File: config.mk
export PLATFORM = sky130hd
export DESIGN_NAME = tt_fetch_ctrl
export DESIGN_NICKNAME = d
export VERILOG_FILES = /design/src/rtl/tt_fetch_pkg.sv /design/src/rtl/tt_stream_table.sv /design/src/rtl/tt_trigger_walk.sv /design/src/rtl/tt_fetch_ctrl.sv
export SDC_FILE = /design/constraint.sdc
export NUM_CORES = 1
export LEC_CHECK = 0
export BUFFER_PORTS_ARGS = -buffer_cell sky130_fd_sc_hd__buf_2
export CORE_ASPECT_RATIO = 1.5
export CORE_MARGIN = 4
export CORE_UTILIZATION = 45
export CTS_CLUSTER_DIAMETER = 100
export DETAILED_ROUTE_END_ITERATION = 12
export PLACE_DENSITY = 0.71
export SYNTH_ARGS = -nofsm -noshare
export SYNTH_HDL_FRONTEND = slang
export SYNTH_HIERARCHICAL = 1
export SYNTH_SLANG_ARGS = --single-unit
export TNS_END_PERCENT = 1
File: constraint.sdc
create_clock -name clk -period 8.6 [get_ports clk]
set_input_delay 0.43 -clock clk [delete_from_list [all_inputs] [get_ports clk]]
set_output_delay 0.43 -clock clk [all_outputs]
set_load 0.01 [all_outputs]
File: src/rtl/tt_fetch_pkg.sv
// Package: shared constants and the stream entry type for the
// time-triggered fetch controller. Assumes fixed field widths for the
// MAC address, VLAN ID, offset and count.
package tt_fetch_pkg;
    localparam int MAC_W   = 48;
    localparam int VID_W   = 12;
    localparam int OFS_W   = 32;
    localparam int CNT_W   = 3;
    localparam int CNT_MAX = 4;

    typedef struct packed {
        logic             valid;
        logic [MAC_W-1:0] mac;
        logic [VID_W-1:0] vid;
        logic [OFS_W-1:0] trig;
        logic [CNT_W-1:0] cnt;
    } stream_ent_t;
endpackage

File: src/rtl/tt_stream_table.sv
// Stream table: holds N entries written by software, rejects adds
// whose count lies outside 1..CNT_MAX, and flags entries whose trigger
// is not below the cycle time. Assumes one write per clock.
module tt_stream_table
    import tt_fetch_pkg::*;
#(
    parameter int N  = 4,
    localparam int IW = $clog2(N)
) (
    input  logic              clk,
    input  logic              rst_n,
    input  logic              we,
    input  logic              en,
    input  logic [IW-1:0]     idx,
    input  logic [MAC_W-1:0]  mac,
    input  logic [VID_W-1:0]  vid,
    input  logic [OFS_W-1:0]  trig,
    input  logic [CNT_W-1:0]  cnt,
    input  logic [OFS_W-1:0]  cycle_time,
    output stream_ent_t       ents [N],
    output logic [N-1:0]      err,
    output logic              any_valid
);
    logic          cnt_ok;
    logic          bad_wr;
    logic [N-1:0]  valid_vec;

    // Count legality of the incoming add
    assign cnt_ok = (cnt != '0) && (cnt <= CNT_W'(CNT_MAX));
    assign bad_wr = we && en && !cnt_ok;

    generate
        for (genvar i = 0; i < N; i++) begin : g_ent
            // Entry storage with reject on illegal count
            always_ff @(posedge clk) begin
                if (!rst_n) begin
                    ents[i] <= '0;
                end else if (we && (idx == IW'(i))) begin
                    if (!en) begin
                        ents[i].valid <= 1'b0;
                    end else if (cnt_ok) begin
                        ents[i] <= '{valid: 1'b1, mac: mac, vid: vid,
                                     trig: trig, cnt: cnt};
                    end
                end
            end
            // Per-entry flag for a trigger at or past the cycle end
            assign err[i]       = ents[i].valid && (ents[i].trig >= cycle_time);
            assign valid_vec[i] = ents[i].valid;
        end
    endgenerate

    // Mode source: any stream programmed
    assign any_valid = |valid_vec;

    AST_REJ_STABLE: assert property (@(posedge clk) disable iff (!rst_n)
        $past(rst_n) && $past(bad_wr) |-> $stable(valid_vec));
endmodule

File: src/rtl/tt_trigger_walk.sv
// Trigger walker: in continuous mode requests every clock; in discrete
// mode steps a pointer through the entries, firing each one once per
// gate cycle when its trigger is reached with the gate open, else
// counting a skip. Assumes valid entries are ordered by ascending
// trigger in index order.
module tt_trigger_walk
    import tt_fetch_pkg::*;
#(
    parameter int N      = 4,
    parameter int SKIP_W = 16,
    localparam int IW    = $clog2(N),
    localparam int PW    = $clog2(N + 1)
) (
    input  logic              clk,
    input  logic              rst_n,
    input  stream_ent_t       ents [N],
    input  logic [N-1:0]      err,
    input  logic              any_valid,
    input  logic [OFS_W-1:0]  cycle_time,
    input  logic              sched_active,
    input  logic              cyc_start,
    input  logic [OFS_W-1:0]  cyc_ofs,
    input  logic              gate_open,
    output logic              fire_q,
    output logic [IW-1:0]     idx_q,
    output logic [CNT_W-1:0]  cnt_q,
    output logic [MAC_W-1:0]  mac_q,
    output logic [VID_W-1:0]  vid_q,
    output logic [SKIP_W-1:0] skip_q
);
    logic [PW-1:0] ptr;
    logic          ptr_done;
    logic          cont_q;
    stream_ent_t   sel;
    logic          sel_err;

    // Entry currently under the pointer
    assign ptr_done = (ptr >= PW'(N));
    assign sel      = ents[ptr[IW-1:0]];
    assign sel_err  = err[ptr[IW-1:0]];

    // Pointer walk, request generation and skip counting
    always_ff @(posedge clk) begin
        if (!rst_n) begin
            ptr    <= '0;
            fire_q <= 1'b0;
            cont_q <= 1'b0;
            idx_q  <= '0;
            cnt_q  <= '0;
            mac_q  <= '0;
            vid_q  <= '0;
            skip_q <= '0;
        end else begin
            fire_q <= 1'b0;
            cont_q <= 1'b0;
            if (!sched_active) begin
                ptr <= '0;
            end else if (!any_valid) begin
                ptr    <= '0;
                fire_q <= 1'b1;
                cont_q <= 1'b1;
                idx_q  <= '0;
                cnt_q  <= CNT_W'(1);
                mac_q  <= '0;
                vid_q  <= '0;
            end else if (cyc_start) begin
                ptr <= '0;
            end else if (!ptr_done) begin
                if (!sel.valid || sel_err) begin
                    ptr <= ptr + PW'(1);
                end else if (cyc_ofs >= sel.trig) begin
                    ptr <= ptr + PW'(1);
                    if (gate_open) begin
                        fire_q <= 1'b1;
                        idx_q  <= ptr[IW-1:0];
                        cnt_q  <= sel.cnt;
                        mac_q  <= sel.mac;
                        vid_q  <= sel.vid;
                    end else if (skip_q != '1) begin
                        skip_q <= skip_q + SKIP_W'(1);
                    end
                end
            end
        end
    end

    AST_IDLE_NO_REQ: assert property (@(posedge clk) disable iff (!rst_n)
        $past(rst_n) && !$past(sched_active) |-> !fire_q);
    AST_CNT_RANGE: assert property (@(posedge clk) disable iff (!rst_n)
        fire_q |-> (cnt_q != '0) && (cnt_q <= CNT_W'(CNT_MAX)));
    AST_GATE_AT_FIRE: assert property (@(posedge clk) disable iff (!rst_n)
        $past(rst_n) && fire_q && !cont_q |-> $past(gate_open));
    AST_SKIP_MONO: assert property (@(posedge clk) disable iff (!rst_n)
        $past(rst_n) |-> skip_q >= $past(skip_q));
    AST_NO_ERR_FIRE: assert property (@(posedge clk) disable iff (!rst_n)
        $past(rst_n) && fire_q && !cont_q |-> $past(sel.trig < cycle_time));
    AST_START_QUIET: assert property (@(posedge clk) disable iff (!rst_n)
        $past(rst_n) && $past(cyc_start) && $past(any_valid) |-> !fire_q);
endmodule

File: src/rtl/tt_fetch_ctrl.sv
// Top: time-triggered fetch controller for scheduled traffic. Joins
// the stream table and the trigger walker. Assumes cyc_ofs counts from
// 0 after each cyc_start and that software orders valid entries by
// ascending trigger.
module tt_fetch_ctrl
    import tt_fetch_pkg::*;
#(
    parameter int N_STREAMS = 4,
    parameter int SKIP_W    = 16
) (
    input  logic                         clk,
    input  logic                         rst_n,
    input  logic                         cfg_we,
    input  logic                         cfg_en,
    input  logic [$clog2(N_STREAMS)-1:0] cfg_idx,
    input  logic [47:0]                  cfg_mac,
    input  logic [11:0]                  cfg_vid,
    input  logic [31:0]                  cfg_trig,
    input  logic [2:0]                   cfg_cnt,
    input  logic [31:0]                  cycle_time,
    input  logic                         sched_active,
    input  logic                         cyc_start,
    input  logic [31:0]                  cyc_ofs,
    input  logic                         gate_open,
    output logic                         fetch_req,
    output logic [$clog2(N_STREAMS)-1:0] fetch_idx,
    output logic [2:0]                   fetch_cnt,
    output logic [47:0]                  fetch_mac,
    output logic [11:0]                  fetch_vid,
    output logic                         mode_disc,
    output logic [N_STREAMS-1:0]         cfg_err,
    output logic [SKIP_W-1:0]            skip_cnt
);
    stream_ent_t ents [N_STREAMS];
    logic        any_valid;

    tt_stream_table #(.N(N_STREAMS)) u_tbl (
        .clk        (clk),
        .rst_n      (rst_n),
        .we         (cfg_we),
        .en         (cfg_en),
        .idx        (cfg_idx),
        .mac        (cfg_mac),
        .vid        (cfg_vid),
        .trig       (cfg_trig),
        .cnt        (cfg_cnt),
        .cycle_time (cycle_time),
        .ents       (ents),
        .err        (cfg_err),
        .any_valid  (any_valid)
    );

    tt_trigger_walk #(.N(N_STREAMS), .SKIP_W(SKIP_W)) u_walk (
        .clk          (clk),
        .rst_n        (rst_n),
        .ents         (ents),
        .err          (cfg_err),
        .any_valid    (any_valid),
        .cycle_time   (cycle_time),
        .sched_active (sched_active),
        .cyc_start    (cyc_start),
        .cyc_ofs      (cyc_ofs),
        .gate_open    (gate_open),
        .fire_q       (fetch_req),
        .idx_q        (fetch_idx),
        .cnt_q        (fetch_cnt),
        .mac_q        (fetch_mac),
        .vid_q        (fetch_vid),
        .skip_q       (skip_cnt)
    );

    // Mode output follows table occupancy
    assign mode_disc = any_valid;
endmodule

==> results.tsv <==
stage	metric	value	unit
drt	DRT Pass-1 Iters	7	
worst_setup_path	highest cell delay on the worst timing path	0.94	ns
synthesis	number of synthesized flops with an enable pin	0	
power_and_ir_drop	Power Total	0.00469	W
synthesis	#FFs+latches synth	469	
layout	P&R area growth vs syn	13.8	%
sta	actual slew at the worst max-slew pin	1.16	ns
clock_network	Num CTS Buffers	47	
worst_setup_path	CP arrival	6.13	ns
sta	Worst slew margin	22.7	%
global_route	global-route wire length before repair	108000	um
floorplan	core area	50800	um^2
clock_network	post-CTS sizing	0	
clock_network	Worst-Skew Late Latency	0.57	ns
sta	Final Cycle Share	65.5	%
worst_setup_path	kind of critical path	reg2reg	
floorplan	die area	55100	um^2
synthesis	Distinct cells, synth	58	
drt	met1 WL	26900	um
outcome	status	finished, final reports clean	
drt	vias per cell	5.64	
clock_network	Clk pin slew, worst setup/hold paths	0.06	ns
global_route	pin count of the biggest net entering global routing	200	
synthesis	Synthesized Nets	2871	
worst_setup_path	critical path's slowest cell	a2111oi_0	
synthesis	predominant post-synthesis flop cell	dfxtp_1	
clock_network	Post-CTS Repair Setup Buffers	0	
global_route	GRT Residual Overflow	0	
layout	Nets	3023	
place	placed cells	3312	
drt	WL met2	35200	um
drt	top sig layer	met5	
place	GP Congestion	0.878	
synthesis	sequential area share after synthesis	40.6	%
worst_setup_path	worst path cell trace	buf_4 > mux4_2 > ha_1 > nand2b_1 > a2111oi_0 > o311ai_1 > a211o_1 > a22oi_1 > a31o_4 > a22o_1	
sta	Worst Clk Skew	0.0255	ns
global_route	vias in the first global route	19700	
drt	antenna viol nets, final	0	
sta	fmax	177	MHz
clock_network	clock sink count	469	
layout	fin cells	3408	
sta	Sum Neg Setup Slack	0	ns
sta	number of setup violations in the final report	0	
synthesis	Syn Area/Cell	9.10	um^2
worst_setup_path	crit path max fanout	64	
power_and_ir_drop	leakage dissipation	9.99	nW
floorplan	Initial Util	45.5	%
synthesis	Post-Syn Area	23100	um^2
floorplan	Die Y	286	um
global_route	initial antenna violation count	17	
floorplan	die width	193	um
synthesis	Post-Synthesis Cells	2540	
place	dpl cell area	24600	um^2
worst_setup_path	Startpoint Class	flop	
place	I/O Buffers	254	
place	dpl hpwl	44300	um
layout	Final Cell Area	26300	um^2
drt	Vias	19200	
clock_network	clk root buf	clkbuf_16	
drt	# DRC	0	
drt	Routed met3 length	4510	um
power_and_ir_drop	highest ir drop seen on vdd	161	uV
floorplan	number of core rows	101	
clock_network	Hold Buf Count CTS	0	
sta	Final Max Tran Viols	0	
worst_setup_path	Critical Path RT	9.10	ns
job	Max Cap Viol	0	
floorplan	Top Ports	255	
global_route	All-Layer GR Usage	24.5	%
layout	layout cells sized above 1	17.1	%
drt	final WL	69600	um
sta	unrepaired setup endpoints after global routing	no	
drt	WL per Instance	20.4	um
clock_network	H-tree depth	2	
clock_network	CTS max path bufs	3	
drt	Initial DRC Count	1238	
synthesis	async set-or-reset flop fraction in the synthesized netlist	0	%
clock_network	CTS tree	yes	
sta	final hold slack	0.122	ns
sta	min Tclk post-route	5.63	ns
min_path	worst hold path type	in2reg	
synthesis	YS warnings	6	
worst_setup_path	Setup crit end kind	flop	
power_and_ir_drop	PD cells	178	nW/um^2
sta	final count of hold timing violations	0	
==> through the flow <==
stage	setup WS, ns	util (%)
floorplan	4.15	-
global placement	3.04	48.5
detailed placement	3.01	48.5
CTS	3.08	51.7
global route	2.89	51.8
finish	2.97	51.8
==> metal layers <==
metal,track usage (%),vias up
li1,-,9149
met1,28.7,9281
met2,43.5,627
met3,4.08,165
met4,10.6,10
met5,0,-
==> logic make-up (layout without fill, tap and decap cells) <==
kind of cell,after synthesis,in the layout,share of synthesized area [%]
simple gates,947,947,16.8
compound gates,610,610,19.4
flops,469,469,40.6
buf+inv,248,435,4.71
fa+ha+maj,163,163,8.82
mux,103,103,9.66
other cells,0,12,0
==> report_power, final <==
part	switching [W]	internal [W]	total, W
Combinational	0.000185	0.000123	0.000308
Sequential	0.0000190	0.00220	0.00222
Clock	0.000882	0.00128	0.00216
Total	0.00109	0.00360	0.00469
==> cell usage in the layout (no fill, tap or decap), types with 4 or more instances in the layout <==
| cell type | netlist | layout |
|---|---|---|
| clkinvlp_4 | 0 | 4 |
| and4_1 | 5 | 5 |
| nor3_1 | 6 | 6 |
| diode_2 | 0 | 12 |
| ha_1 | 163 | 163 |
| nand2b_1 | 17 | 17 |
| mux4_2 | 96 | 96 |
| clkbuf_8 | 0 | 15 |
| clkinv_2 | 0 | 5 |
| nand4_1 | 30 | 30 |
| and3_1 | 4 | 4 |
| o21ai_0 | 16 | 16 |
| or4_1 | 10 | 10 |
| clkbuf_1 | 105 | 5 |
| dfxtp_1 | 469 | 467 |
| a22o_1 | 64 | 64 |
| nand2_1 | 801 | 801 |
| a21boi_1 | 174 | 174 |
| nor2_4 | 1 | 4 |
| a2111oi_0 | 5 | 5 |
| a21oi_1 | 67 | 67 |
| clkbuf_16 | 0 | 47 |
| nand3_1 | 29 | 29 |
| o31ai_1 | 11 | 11 |
| a21o_1 | 17 | 17 |
| inv_1 | 77 | 77 |
| nor2_1 | 20 | 18 |
| buf_4 | 19 | 19 |
| a221o_1 | 4 | 4 |
| bufinv_16 | 0 | 5 |
| a21boi_0 | 216 | 216 |
| o21a_1 | 8 | 8 |
| mux2i_1 | 7 | 7 |
| o2111ai_1 | 4 | 4 |
| nor4_1 | 7 | 7 |
| buf_2 | 39 | 253 |
==> path summary, 6_finish.rpt <==
| kind | start | to | slack (ns) | depth (start not counted) |
|---|---|---|---|---|
| setup / recovery | u_walk/ptr[1]$_SDFFE_PP0P_ | u_walk/vid_q[5]$_SDFFE_PN0P_ | 2.97 | 10 |
| hold / removal | cfg_mac[8] | u_tbl/ents[55]$_SDFFE_PN0P_ | 0.12 | 3 |
| setup reg to reg | u_walk/ptr[1]$_SDFFE_PP0P_ | u_walk/vid_q[5]$_SDFFE_PN0P_ | 2.97 | 10 |
| hold reg to reg | u_tbl/ents[56]$_SDFFE_PN0P_ | u_tbl/ents[56]$_SDFFE_PN0P_ | 0.45 | 2 |
==> final cells by class <==
type / count / area [um^2]
Fill cell: 4777 / 24500
Clock inverter: 18 / 255
Antenna cell: 12 / 30.0
Sequential cell: 469 / 9400
Inverter: 78 / 293
Tap cell: 669 / 837
Timing Repair Buffer: 273 / 1420
Clock buffer: 66 / 1390
Multi-Input combinational cell: 1823 / 12700
==> worst max-delay path: cells and delay by family, from the launching register on <==
family,cells,cell delay [ns]
simple gates,1,0.13
buf+inv,1,0.59
flops,1,0.77
mux,1,0.40
fa+ha+maj,1,0.27
compound gates,6,3.30
==> state kept, by name, summed over array words and instances, names as in the netlist <==
signal,count
u_walk/vid_q,12
u_walk/fire_q,1
u_walk/ptr,3
u_walk/mac_q,48
u_walk/idx_q,2
u_walk/cnt_q,3
u_walk/skip_q,16
u_tbl/ents,384
==> synthesized netlist by cell type (all sizes together), types with 3 or more instances <==
| cell type | n | area share [%] |
|---|---|---|
| ha | 163 | 8.8 |
| a221o | 4 | 0.17 |
| o21a | 8 | 0.26 |
| buf | 65 | 1.7 |
| nand2b | 17 | 0.46 |
| o2111ai | 4 | 0.15 |
| a21o | 17 | 0.55 |
| and4 | 5 | 0.19 |
| o21ai | 19 | 0.41 |
| or3 | 5 | 0.16 |
| a21boi | 390 | 13 |
| a22o | 64 | 2.4 |
| or2 | 4 | 0.11 |
| nand3 | 29 | 0.63 |
| a2111oi | 5 | 0.19 |
| nand4 | 31 | 0.90 |
| nor4 | 7 | 0.19 |
| or4 | 10 | 0.32 |
| mux4 | 96 | 9.4 |
| inv | 78 | 1.3 |
| a21oi | 67 | 1.5 |
| o31ai | 11 | 0.36 |
| dfxtp | 469 | 41 |
| mux2i | 7 | 0.30 |
| and2 | 3 | 0.081 |
| nor2 | 22 | 0.40 |
| o311ai | 3 | 0.11 |
| and3 | 4 | 0.11 |
| clkbuf | 105 | 1.7 |
| nor3 | 7 | 0.17 |
| nand2 | 801 | 13 |
Power figures use the tool's default switching activity.
